===== config.mk =====
export PLATFORM = sky130hd
export DESIGN_NAME = pipe_pwr_seq
export DESIGN_NICKNAME = d
export VERILOG_FILES = /design/src/rtl/pipe_pwr_seq.sv
export SDC_FILE = /design/constraint.sdc
export NUM_CORES = 1
export LEC_CHECK = 0
export ABC_AREA = 1
export CAP_MARGIN = 20
export CELL_PAD_IN_SITES_DETAIL_PLACEMENT = 2
export CELL_PAD_IN_SITES_GLOBAL_PLACEMENT = 2
export CORE_MARGIN = 1
export CORE_UTILIZATION = 33
export CTS_CLUSTER_DIAMETER = 50
export DETAILED_ROUTE_END_ITERATION = 10
export DONT_BUFFER_PORTS = 1
export PLACE_DENSITY = 0.8
export SYNTH_ARGS = -nofsm -noshare
export SYNTH_HDL_FRONTEND = slang
export SYNTH_SLANG_ARGS = --single-unit

===== constraint.sdc =====
create_clock -name clk -period 1.9 [get_ports clk]
set_input_delay 0.095 -clock clk [delete_from_list [all_inputs] [get_ports clk]]
set_output_delay 0.095 -clock clk [all_outputs]
set_load 0.02 [all_outputs]

===== src/rtl/pipe_pwr_seq.sv =====
module pipe_pwr_seq #(
  parameter int ERR_UNIT  = 8,
  parameter int ERR_FLD_W = 3
) (
  input  logic                 clk,
  input  logic                 rst_n,
  input  logic                 link_req_vld,
  input  logic [1:0]           link_req,
  input  logic [5+ERR_FLD_W:0] ctl,
  input  logic                 rx_elec_idle,
  input  logic                 rx_valid,
  input  logic                 dec_err,
  input  logic                 phy_status,
  output logic [1:0]           power_down,
  output logic [1:0]           link_state,
  output logic                 done
);
  localparam int CTL_W = 6 + ERR_FLD_W;
  localparam int ERR_MAX_I = ERR_UNIT * ((1 << ERR_FLD_W) - 1);
  localparam int CNT_W = $clog2(ERR_MAX_I + 1);
  localparam logic [CNT_W-1:0] ERR_MAX = CNT_W'(ERR_MAX_I);
  localparam logic [CNT_W-1:0] UNIT_C  = CNT_W'(ERR_UNIT);
  localparam logic [1:0] P0 = 2'd0, P1 = 2'd1, P2 = 2'd2, P3 = 2'd3;
  localparam logic [1:0] U0 = 2'd0;

  typedef enum logic [1:0] {S_IDLE, S_HOLD, S_BUSY} st_t;
  typedef enum logic [1:0] {PH_ENTRY, PH_EXIT, PH_TAIL} ph_t;

  st_t              st;
  ph_t              phase;
  logic [CTL_W-1:0] cfg_q;
  logic [1:0]       goal, tgt;
  logic             waiting, pend_exit;
  logic [CNT_W-1:0] errc;

  wire [CTL_W-1:0]     cfg    = (st == S_IDLE) ? ctl : cfg_q;
  wire [ERR_FLD_W-1:0] units  = cfg[6 +: ERR_FLD_W];
  wire [CNT_W-1:0]     thr    = UNIT_C * CNT_W'(units);
  wire                 rel    = (units == '0) ? (rx_elec_idle && !rx_valid)
                                              : (!rx_valid || errc >= thr);
  wire                 exit_q = link_req_vld && link_req == U0;

  function automatic logic [1:0] entry_goal(input logic [1:0] u, input logic u2p3);
    case (u)
      2'd1:    return P1;
      2'd2:    return u2p3 ? P3 : P2;
      default: return P3;
    endcase
  endfunction

  function automatic logic [1:0] exit_goal(input logic [1:0] u, input logic [1:0] cur,
                                           input logic in_px, input logic u3p2);
    if (u == 2'd3 && u3p2) return P2;
    if (in_px)             return cur;
    return P0;
  endfunction

  function automatic logic [1:0] next_hop(input logic [1:0] cur, input logic [1:0] g,
                                          input logic direct);
    if (((cur == P2 && g == P3) || (cur == P3 && g == P2)) && !direct) return P0;
    return g;
  endfunction

  always_ff @(posedge clk or negedge rst_n) begin
    if (!rst_n) begin
      st <= S_IDLE;  phase <= PH_ENTRY;  cfg_q <= '0;
      goal <= P0;  tgt <= U0;  waiting <= 1'b0;  pend_exit <= 1'b0;
      errc <= '0;  power_down <= P0;  link_state <= U0;  done <= 1'b0;
    end else begin
      done <= 1'b0;
      if (st == S_IDLE) cfg_q <= ctl;
      case (st)
        S_IDLE: if (link_req_vld) begin
          if (link_state == U0 && link_req != U0) begin
            tgt <= link_req;
            goal <= entry_goal(link_req, cfg[0]);
            phase <= PH_ENTRY;
            pend_exit <= 1'b0;
            errc <= '0;
            st <= cfg[2] ? S_HOLD : S_BUSY;
          end else if (link_state != U0 && link_req == U0) begin
            goal <= exit_goal(link_state, power_down, cfg[4], cfg[5]);
            phase <= PH_EXIT;
            st <= S_BUSY;
          end
        end
        S_HOLD: begin
          if (dec_err && errc != ERR_MAX) errc <= errc + 1'b1;
          if (exit_q) begin
            if (!cfg[3]) begin
              st <= S_IDLE;
              done <= 1'b1;
            end else begin
              pend_exit <= 1'b1;
              st <= S_BUSY;
            end
          end else if (rel) st <= S_BUSY;
        end
        S_BUSY: begin
          if (waiting) begin
            if (phy_status) waiting <= 1'b0;
          end else if (power_down != goal) begin
            power_down <= next_hop(power_down, goal, cfg[1]);
            waiting <= 1'b1;
          end else begin
            case (phase)
              PH_ENTRY: if (pend_exit) begin
                goal <= exit_goal(tgt, power_down, cfg[4], cfg[5]);
                phase <= PH_EXIT;
                pend_exit <= 1'b0;
              end else begin
                link_state <= tgt;
                done <= 1'b1;
                st <= S_IDLE;
              end
              PH_EXIT: begin
                link_state <= U0;
                done <= 1'b1;
                if (power_down != P0) begin
                  goal <= P0;
                  phase <= PH_TAIL;
                end else st <= S_IDLE;
              end
              default: st <= S_IDLE;
            endcase
          end
        end
        default: st <= S_IDLE;
      endcase
    end
  end


  one_outstanding_chk: assert property (@(posedge clk) disable iff (!rst_n)
    (waiting && !phy_status) |=> $stable(power_down));


  p2p3_route_chk: assert property (@(posedge clk) disable iff (!rst_n)
    (st == S_BUSY && !cfg_q[1] && power_down[1])
      |=> (power_down == $past(power_down) || power_down == P0));


  hold_no_req_chk: assert property (@(posedge clk) disable iff (!rst_n)
    (st == S_HOLD) |=> $stable(power_down));


  entry_done_chk: assert property (@(posedge clk) disable iff (!rst_n)
    (done && link_state != U0) |-> (power_down != P0));


  cancel_entry_chk: assert property (@(posedge clk) disable iff (!rst_n)
    (st == S_HOLD && exit_q && !cfg_q[3])
      |=> (done && power_down == P0 && link_state == U0));
endmodule


==> metrics.csv <==
metric,value,unit
worst_slew_pin_slew,0.4132,ns
worst_clock_skew,0.006975,ns
fp.dieW,76.56,µm
start_kind,register,
via_count,1683,
synthDistinctLibCells,31,
port_buffers,0,
io_pins,23,
largest_net_degree_at_the_start_of_global_routing,30,
relSlewSlack,72.16,%
leakagePower,1.122,nW
critPathArrivalTime,2.01,ns
hold_crit_path_type,input pin to register,
hpwlAfterDp,4.031,mm
outcome,"finished, final reports clean",
floorplan.die.height,76.56,µm
total_clock_buffers_created_by_cts,5,
fmax,0.5477,GHz
met1_length,2.563,mm
drt_first_iter_violations,41,
tritoncts,yes,
first_global_vias,1955,
finalHoldWorstSlack,0.01671,ns
post_synth_instance_area,0.001834,mm²
critPathKind,register to register,
critical_path_peak_fanout,6,
fill_cells,635,
met3RoutedLength,177,µm
worst_case_clock_buffer_depth,2,
final-max-slew-violation-count,0,
detail_route.drc_violations,0,
antenna_found_initial,0,
clkTransAtPathRegs,0.07,ns
synth_warn,0,
gp_routability_congestion,0.7337,
req_time_crit_path,2.09,ns
postSynthNetCount,271,
antenna_violating_nets_post_route,0,
clock_insertion_delay_worst_skew,0.29,ns
grt_first_pass_wirelength,9.660,mm
antenna_cells,0,
floorplan.initialDensity,35.02,%
detail_route.wl_per_cell,16.74,µm
unrepaired_setup_endpoints_after_global_routing,yes,
fp-row-count,26,
post_route_cells_drive_above_1_share,22.01,%
clock_sinks,29,
drt_pass1_iterations,4,
core_area,0.005238,mm²
power_density_over_the_cells,1646,mW/mm²
htreeDepth,2,
finish.utilization,42.74,%
setup_violations,0,
vias_per_cell,4.979,
topRoutingLayerUsed,met4,
drv.max_cap_violation_count,0,
routed_wl,5.657,mm
synth-edff-count,0,
syn-instance-count,242,
dieArea,0.005861,mm²
area_growth_syn_to_layout,22.03,%
post-route-min-period,1.826,ns
finalCritPeriodShare,96.09,%
grt_overflow,0,
synthesis.area_per_instance,7.580,µm²
synth_ff_type,sky130_fd_sc_hd__dfrtp_1,
finalNetCount,296,
grt.total_usage,21.84,%
vdd.ir_drop.worst,515.1,µV
synth-seq-cells,29,
dr_wl_met2,2.844,mm
critical_path.endpoint_type,register,
synth_seq_area_share,39.56,%
cts-root-buf,sky130_fd_sc_hd__clkbuf_8,
final-hold-violation-count,0,
synth-async-reset-ratio,100.0,%
-- Yosys cell counts (4+ instances only) --
cell,n,share of area (%)
sky130_fd_sc_hd__nand3_1,22,6.0
sky130_fd_sc_hd__inv_2,5,1.0
sky130_fd_sc_hd__nand4_1,4,1.4
sky130_fd_sc_hd__dfrtp_1,29,40
sky130_fd_sc_hd__inv_1,35,7.2
sky130_fd_sc_hd__o21ai_0,13,3.5
sky130_fd_sc_hd__ha_1,11,7.5
sky130_fd_sc_hd__nand2_1,72,15
sky130_fd_sc_hd__a21oi_1,6,1.6
sky130_fd_sc_hd__nor2_1,10,2.0
sky130_fd_sc_hd__nand2_2,5,1.7
sky130_fd_sc_hd__xor2_1,4,1.9
-- state kept, by name, indices dropped and copies added, names as in the netlist --
signal      cells
power_down      2
link_state      2
st              2
waiting         1
phase           2
goal            2
cfg_q           8
errc            6
pend_exit       1
done            1
tgt             2
-- area by class of cell --
class	count	area [µm²]	area share, %
clock buffers	5	68.82	3.074
clock inverters	3	17.52	0.7826
inverters	40	152.6	6.819
multi-input cells	169	987.2	44.10
flip-flops and latches	29	725.7	32.42
well taps	70	87.58	3.913
repair buffers	22	198.9	8.888
-- layout by cell type, fill, tap and decap left out, drive strengths merged --
cell / n
nor3: 4
nand2: 77
a21oi: 7
o22ai: 2
xnor2: 1
clkinvlp: 1
o21a: 1
buf: 15
xor2: 4
nor4: 1
nand4: 4
dfrtp: 29
a31oi: 1
o21ai: 16
o211ai: 1
clkinv: 2
ha: 11
dlygate4sd3: 7
nand3: 24
inv: 40
clkbuf: 5
nor2: 12
o31ai: 2
a21boi: 1
-- where the power goes --
group | leakage (nW) | switching (mW) | total [mW] | internal (mW)
clock | 0.0439 | 0.278 | 0.530 | 0.253
sequential | 0.366 | 0.186 | 1.03 | 0.845
combinational | 0.712 | 1.34 | 2.12 | 0.778
total | 1.12 | 1.81 | 3.68 | 1.88
-- cell families after synthesis --
kind of cell | Yosys count | share of synthesized area [%]
AOI/OAI and AO/OA | 31 | 10.16
xor gates and xnor gates | 5 | 2.797
adders and majority gates | 11 | 7.503
buffers and inverters | 44 | 10.10
DFF | 29 | 39.56
and+or+nand+nor | 122 | 29.88
-- metrics by stage --
stage	setup slack (ns)	power [mW]	instances	instance area, µm²	setup TNS (ns)
final	0.07432	3.684	338	2238	0
after global routing	-0.04492	4.032	338	2238	-0.08895
after CTS	0.00002442	3.552	335	2163	0
after detailed placement	-0.1213	2.887	317	1954	-0.1999
after global placement	0.06636	2.769	317	1954	0
after floorplan	0.02646	2.350	242	1834	0
-- repair_timing --
action / in CTS / in global routing
hold buffers: 8 / 0
setup buffers: 2 / 3
pin swaps: 1 / 7
setup endpoints to repair: 2 / 2
endpoints found under the hold margin: 35 / 0
gates resized for setup: 5 / 15
-- critical path, cell delays in order, from the launching register on --
cell and delay, ns:
sky130_fd_sc_hd__dfrtp_1 0.38, sky130_fd_sc_hd__inv_2 0.07, sky130_fd_sc_hd__buf_4 0.13, sky130_fd_sc_hd__ha_1 0.24
sky130_fd_sc_hd__buf_4 0.18, sky130_fd_sc_hd__nand2_2 0.13, sky130_fd_sc_hd__nand3_1 0.09, sky130_fd_sc_hd__nor2_1 0.25
sky130_fd_sc_hd__nand2_2 0.11, sky130_fd_sc_hd__nand2_2 0.07, sky130_fd_sc_hd__nand2_2 0.06
-- final timing paths --
| check | start | to | slack [ns] | depth (start not counted) |
|---|---|---|---|---|
| min in group asynchronous | rst_n | errc[1]$_DFFE_PN0P_ | 0.24 | 2 |
| setup / recovery | st[0]$_DFFE_PN0P_ | st[0]$_DFFE_PN0P_ | 0.07 | 10 |
| setup reg to reg | st[0]$_DFFE_PN0P_ | st[0]$_DFFE_PN0P_ | 0.07 | 10 |
| hold reg to reg | cfg_q[0]$_DFF_PN0_ | cfg_q[0]$_DFF_PN0_ | 0.47 | 2 |
| max in group asynchronous | rst_n | cfg_q[1]$_DFF_PN0_ | 1.48 | 2 |
| hold / removal | link_req[0] | tgt[0]$_DFFE_PN0P_ | 0.02 | 2 |
-- layer usage --
| layer | vias up | track usage, % |
|---|---|---|
| met2 | 22 | 38.38 |
| li1 | 817 | - |
| met1 | 837 | 26.10 |
| met3 | 7 | 5.030 |
| met5 | - | 0 |
| met4 | 0 | 7.115 |
(Power assumes the default switching activity.)
